`config.mk`:
```
export PLATFORM = sky130hd
export DESIGN_NAME = flash_pwr_ctrl
export DESIGN_NICKNAME = d
export VERILOG_FILES = /design/src/rtl/flash_pwr_pkg.sv /design/src/rtl/flash_pwr_satcnt.sv /design/src/rtl/flash_pwr_addr_watch.sv /design/src/rtl/flash_pwr_ctrl.sv
export SDC_FILE = /design/constraint.sdc
export NUM_CORES = 1
export LEC_CHECK = 0
export ABC_AREA = 1
export BUFFER_PORTS_ARGS = -buffer_cell sky130_fd_sc_hd__buf_2
export CAP_MARGIN = 10
export CORE_MARGIN = 1
export CORE_UTILIZATION = 40
export CTS_BUF_LIST = sky130_fd_sc_hd__clkbuf_8
export DETAILED_ROUTE_END_ITERATION = 8
export PLACE_DENSITY = 0.74
export SLEW_MARGIN = 10
export SYNTH_ARGS = -nofsm -noshare
export SYNTH_HDL_FRONTEND = slang
export SYNTH_SLANG_ARGS = --single-unit
```
`constraint.sdc`:
```
create_clock -name clk -period 3.6 [get_ports clk]
set_input_delay 0.72 -clock clk [delete_from_list [all_inputs] [get_ports clk]]
set_output_delay 0.72 -clock clk [all_outputs]
set_load 0.01 [all_outputs]
```
`src/rtl/flash_pwr_pkg.sv`:
```
package flash_pwr_pkg;
    typedef enum logic [1:0] {
        M_ACTIVE = 2'd0,
        M_STBY   = 2'd1,
        M_SLEEP  = 2'd2,
        M_RESET  = 2'd3
    } pmode_e;
endpackage

```
`src/rtl/flash_pwr_satcnt.sv`:
```
module flash_pwr_satcnt #(
    parameter int MAX = 4,
    parameter int W   = $clog2(MAX + 1)
) (
    input  logic         clk,
    input  logic         rst_n,
    input  logic         clr,
    output logic [W-1:0] cnt_next,
    output logic         full_next
);
    localparam logic [W-1:0] TOP = W'(MAX);

    logic [W-1:0] cnt_d, cnt_q;

    always_comb begin
        if (clr)               cnt_d = '0;
        else if (cnt_q == TOP) cnt_d = TOP;
        else                   cnt_d = cnt_q + 1'b1;
    end

    always_ff @(posedge clk) begin
        if (!rst_n) cnt_q <= '0;
        else        cnt_q <= cnt_d;
    end

    assign cnt_next  = cnt_d;
    assign full_next = (cnt_d == TOP);

    // count never passes its limit
    a_r10_cnt_saturates: assert property (@(posedge clk) disable iff (!rst_n)
        cnt_q <= TOP);
endmodule

```
`src/rtl/flash_pwr_addr_watch.sv`:
```
module flash_pwr_addr_watch #(
    parameter int AW = 8
) (
    input  logic          clk,
    input  logic          rst_n,
    input  logic [AW-1:0] addr,
    output logic          changed
);
    logic [AW-1:0] prev_d, prev_q;

    always_comb prev_d = addr;

    always_ff @(posedge clk) begin
        if (!rst_n) prev_q <= '0;
        else        prev_q <= prev_d;
    end

    assign changed = (addr != prev_q);
endmodule

```
`src/rtl/flash_pwr_ctrl.sv`:
```
module flash_pwr_ctrl
    import flash_pwr_pkg::*;
#(
    parameter int AW          = 8,
    parameter int DW          = 16,
    parameter int T_ACC_CYC   = 4,
    parameter int T_EXTRA_CYC = 3,
    parameter int T_CE_CYC    = 5,
    parameter int RST_MIN_CYC = 6
) (
    input  logic          clk,
    input  logic          rst_n,
    input  logic          ce_n,
    input  logic          oe_n,
    input  logic          we_n,
    input  logic          hw_rst_n,
    input  logic [AW-1:0] addr,
    input  logic          busy_i,
    input  logic [DW-1:0] rd_data_i,
    output logic [DW-1:0] dq_o,
    output logic          dq_oe,
    output logic          data_valid,
    output logic          rdy_o,
    output logic          abort_o,
    output logic [1:0]    mode_o
);
    localparam int SLEEP_CYC = T_ACC_CYC + T_EXTRA_CYC;
    localparam int ST_W      = $clog2(SLEEP_CYC + 1);
    localparam int CE_W      = $clog2(T_CE_CYC + 1);
    localparam int RS_W      = $clog2(RST_MIN_CYC + 1);

    typedef struct packed {
        pmode_e        mode;
        logic          op;
        logic          busy_prev;
        logic          rst_full;
        logic          abort;
        logic          oe;
        logic          valid;
        logic [DW-1:0] data;
    } st_t;

    st_t st_d, st_q;

    logic            addr_chg;
    logic [ST_W-1:0] quiet_cnt;
    logic            quiet_full;
    logic [CE_W-1:0] ce_cnt;
    logic            ce_full;
    logic [RS_W-1:0] rs_cnt;
    logic            rs_full;

    flash_pwr_addr_watch #(.AW(AW)) u_watch (
        .clk(clk), .rst_n(rst_n), .addr(addr), .changed(addr_chg)
    );

    flash_pwr_satcnt #(.MAX(SLEEP_CYC), .W(ST_W)) u_quiet (
        .clk(clk), .rst_n(rst_n), .clr(addr_chg),
        .cnt_next(quiet_cnt), .full_next(quiet_full)
    );

    flash_pwr_satcnt #(.MAX(RST_MIN_CYC), .W(RS_W)) u_rstw (
        .clk(clk), .rst_n(rst_n), .clr(hw_rst_n),
        .cnt_next(rs_cnt), .full_next(rs_full)
    );

    flash_pwr_satcnt #(.MAX(T_CE_CYC), .W(CE_W)) u_ceacc (
        .clk(clk), .rst_n(rst_n), .clr(ce_n | rs_full),
        .cnt_next(ce_cnt), .full_next(ce_full)
    );

    always_comb begin
        st_d           = st_q;
        st_d.abort     = 1'b0;
        st_d.busy_prev = busy_i;
        st_d.rst_full  = rs_full;
        st_d.op        = !rs_full && busy_i && (st_q.op || !st_q.busy_prev);
        if (rs_full) begin
            st_d.mode  = M_RESET;
            st_d.oe    = 1'b0;
            st_d.valid = 1'b0;
            st_d.abort = !st_q.rst_full;
        end else if (hw_rst_n) begin
            if (ce_n && !st_d.op)            st_d.mode = M_STBY;
            else if (quiet_full && !st_d.op) st_d.mode = M_SLEEP;
            else                             st_d.mode = M_ACTIVE;
            st_d.valid = (st_d.mode != M_STBY) && ce_full
                         && (quiet_cnt >= ST_W'(T_ACC_CYC));
            st_d.oe    = (st_d.mode != M_STBY) && !oe_n && !ce_n && we_n;
            if (st_d.mode == M_ACTIVE && st_d.valid) st_d.data = rd_data_i;
        end
    end

    always_ff @(posedge clk) begin
        if (!rst_n) begin
            st_q.mode      <= M_ACTIVE;
            st_q.op        <= 1'b0;
            st_q.busy_prev <= 1'b0;
            st_q.rst_full  <= 1'b0;
            st_q.abort     <= 1'b0;
            st_q.oe        <= 1'b0;
            st_q.valid     <= 1'b0;
            st_q.data      <= '0;
        end else begin
            st_q <= st_d;
        end
    end

    assign dq_o       = st_q.data;
    assign dq_oe      = st_q.oe;
    assign data_valid = st_q.valid;
    assign rdy_o      = !st_q.op;
    assign abort_o    = st_q.abort;
    assign mode_o     = st_q.mode;

    // reset mode keeps the bus released and data invalid
    a_r6_reset_quiet: assert property (@(posedge clk) disable iff (!rst_n)
        (st_q.mode == M_RESET) |-> (!st_q.oe && !st_q.valid && !st_q.op));
    // abort lasts one cycle
    a_r7_abort_single: assert property (@(posedge clk) disable iff (!rst_n)
        st_q.abort |=> !st_q.abort);
    // abort only alongside reset mode
    a_r7_abort_in_reset: assert property (@(posedge clk) disable iff (!rst_n)
        st_q.abort |-> (st_q.mode == M_RESET));
    // standby means idle engine and released bus
    a_r1_standby_idle: assert property (@(posedge clk) disable iff (!rst_n)
        (st_q.mode == M_STBY) |-> (!st_q.op && !st_q.oe));
    // sleep only after an unchanged address sample
    a_r3_sleep_quiet: assert property (@(posedge clk) disable iff (!rst_n)
        (st_q.mode == M_SLEEP) |-> ($past(addr) == $past(addr, 2)));
    // bus enable needs output enable low when pin sampled
    a_r8_oe_gate: assert property (@(posedge clk) disable iff (!rst_n)
        (st_q.oe && $past(hw_rst_n)) |-> !$past(oe_n));
endmodule

```
==> summary.md <==
| Metric | Value |
|---|---|
| Status | complete, no violations |
| Clk network pwr share | 39.8% |
| Actual slew at the worst max-slew pin | 0.544 ns |
| Pin count of the biggest net entering global routing | 33 |
| Sequential Power Share | 52.6% |
| Slowest cell delay on critical path | 0.34 ns |
| Most common cell after layout, fill and taps aside | nand2_1 |
| Final Cycle Share | 52.8% |
| Netlist cell types | 29 |
| Syn Inst Count | 285 |
| Antenna violations before repair | 0 |
| First-pass GRT wire length | 5390 um |
| CTS H-tree lvls | 2 |
| Switching share of power | 22.1% |
| Pint | 0.000693 W |
| Share of layout cells above drive strength 1 | 22.2% |
| Critical path arrival | 2.09 ns |
| Max-slew headroom | 63.7% |
| Remaining DRCs | 0 |
| Max cap viols | 0 |
| Starting Density | 41.6% |
| Register area share after synthesis | 41.8% |
| Final hold viol count | 0 |
| RSZ-0062 raised after global routing | false |
| Final Worst Setup Slack | 1.70 ns |
| Antenna Nets Post-Route | 0 |
| Gate power share | 7.6% |
| Reg2reg path depth | 11 |
| Worst reg2reg startpoint | u_rstw.cnt_q[0] |
| Startpoint Class | register |
| Sink Count | 41 |
| Nets | 354 |
| Synth Register Bits | 41 |
| Fmax | 526 MHz |
| Crit. End Element | register |
| Final Instance Area | 2230 um^2 |
| Total Routed Length | 3290 um |
| Clk Tree Root Cell | clkbuf_8 |
| Placed Instance Area | 2130 um^2 |
| Non-Filler Instances | 387 |
| Setup Skew | 0.00293 ns |
| Maximum vdd drop | 0.166 mV |
| Worst-path fanout max | 32 |
| # setup viols final | 0 |
| Highest-count cells in the layout ignoring fill and taps | 80 x nand2_1, 52 x inv_1, 52 x buf_2 |
| Die Y | 72.1 um |
| CP Class | register to register |
| Die Span X | 72.1 um |
| Gp weighted congestion | 0.726 |
| GRT overflow | 0 |
| Setup TNS | 0 ns |
| Cell Chain, Critical Path | inv_1, ha_1, or2_1, nor2_2, nand2_4, nand2_4, nand3_2, nand2_4, nand2_1, nand2_1, nor2_1 |
| Pre-CTS WS | 1.43 ns |
| Ys Warns | 0 |
| DR vias/cell | 4.07 |
| Clock Pin Slew Worst Setup and Hold Paths | 0.07 ns |
| Number of buffers added on ports | 52 |
| Hold Path Stages | 1 |
| Worst Hold Slack | 0.393 ns |
| DR pass1 iterations | 4 |
| Dpl cells | 380 |
| Placed wire-length estimate | 2420 um |
| Core Rows | 25 |
| Largest buffer count on any clock path | 2 |
| Syn_area_per_cell | 6.89 um^2 |
| Core Box Area | 4720 um^2 |
| Multi-input gate area | 756 um^2 |
| Fillers | 486 |
| Post_cts resized | 0 |
| Post-Syn Area | 1960 um^2 |
| Hold Path End | abort_o |
| R2r endpoint | dq_o[1] |
| Slew Limit Fails | 0 |
| I/O pin count | 53 |
| Lkg Pwr | 1.29 nW |
| Tot GR Track Use | 13.3% |
| Required time of the worst setup path | 3.78 ns |
| Register area | 821 um^2 |
| Vias in the first global route | 1,264 |
| N_diodes | 0 |
| Final min period | 1.90 ns |
| Vias after detailed routing | 1,575 |
| Clock latency on the worst-skew pair | 0.29 ns |
| Crit-path slowest cell | dfxtp_1 |
| Area grow syn2layout | 13.6% |
| Postcts setup bufs | 0 |
| Iteration-0 DRC Markers | 54 |
| Wirelength per Cell | 8.49 um |
| CP most frequent cell | nand2_4 |
| Syn nets | 319 |
| Switching power | 0.000196 W |
| Hold path startpoint | st_q[19] |
| CTS tree | done |
| Pwr dens | 399 nW/um^2 |
| Cts-stage hold buffer count | 0 |
| Die area | 5190 um^2 |
| Worst reg-to-reg setup slack | 1.70 ns |
| Worst Hold Class | register to register |
| Cts bufs inserted | 5 |
[cell type report]
cell class              count  area share [%]
clock buffers               5            3.08
clock inverters             2            1.57
inverters                  55            9.25
multi-input cells         165            33.9
flip-flops and latches     41            36.8
well taps                  67            3.76
repair buffers             52            11.7
[power by group through the flow]
stage | Clock (W) | Combinational, W | Sequential [W]
after floorplan | 0 | 0.0000416 | 0.000478
after global placement | 0 | 0.0000663 | 0.000478
after detailed placement | 0 | 0.0000682 | 0.000479
after CTS | 0.000368 | 0.0000686 | 0.000468
after global routing | 0.000385 | 0.0000782 | 0.000469
final | 0.000354 | 0.0000673 | 0.000468
[layer usage]
layer | vias to the layer above | wire [um] | GRT usage [%]
met5 | - | 0 | 0
met4 | 0 | 37 | 5.23
met3 | 4 | 193 | 4.17
met2 | 45 | 1390 | 20.6
met1 | 646 | 1670 | 17.4
li1 | 880 | - | -
[stage by stage]
step / util (%) / total power [W]
after floorplan: - / 0.000519
after global placement: 45.0 / 0.000544
after detailed placement: 45.0 / 0.000547
after CTS: 47.2 / 0.000904
after global routing: 47.2 / 0.000933
final: 47.2 / 0.000889
[synthesized netlist by cell type]
cell type	n	area, um^2
a2111oi_0	1	8.76
a211oi_1	1	7.51
a21boi_0	2	15.0
a21oi_1	6	30.0
buf_1	2	7.51
buf_4	18	135
buf_6	3	33.8
clkbuf_1	1	3.75
clkinv_1	1	3.75
dfxtp_1	41	821
ha_1	3	37.5
inv_1	52	195
inv_2	2	7.51
nand2_1	80	300
nand2_2	1	6.26
nand2_4	3	33.8
nand3_1	2	10.0
nand3_2	2	20.0
nand4_1	1	6.26
nor2_1	49	184
nor2_2	1	6.26
nor2_4	1	11.3
nor3_1	4	20.0
nor3_2	1	10.0
o21ai_0	2	10.0
o21ai_2	1	8.76
or2_1	2	12.5
xnor2_1	1	8.76
xor2_1	1	8.76
[how the worst max path moves through the flow]
stage,start,endpoint,slack (ns),depth (start not counted)
finish,u_rstw.cnt_q[0],dq_o[1],1.70,11
global route,u_rstw.cnt_q[0],dq_o[0],1.44,11
floorplan,hw_rst_n,dq_o[12],1.79,10
detailed placement,rst_n,u_ceacc.cnt_q[1],1.43,3
CTS,u_rstw.cnt_q[0],dq_o[1],1.67,11
global placement,hw_rst_n,dq_o[14],1.50,11
[sequential cells by signal, summed over array words and instances, names as in the netlist]
register and cells:
dq_o 16, abort_o 1, data_valid 1, dq_oe 1, u_rstw.cnt_q 3, u_watch.prev_q 8, u_ceacc.cnt_q 3, mode_o 2
st_q 3, u_quiet.cnt_q 3
[critical path: cells and delay by family (launching register included)]
kind | cells | cell delay [ns]
fa+ha+maj | 1 | 0.28
buf+inv | 1 | 0.07
flops | 1 | 0.34
simple gates | 9 | 1.12
[cells by family after synthesis]
group / after synthesis / synth area share [%]
compound gates: 13 / 4.08
buf+inv: 79 / 19.7
flops: 41 / 41.8
xor+xnor: 2 / 0.892
fa+ha+maj: 3 / 1.91
simple gates: 147 / 31.6
Power figures use the tool's default switching activity.
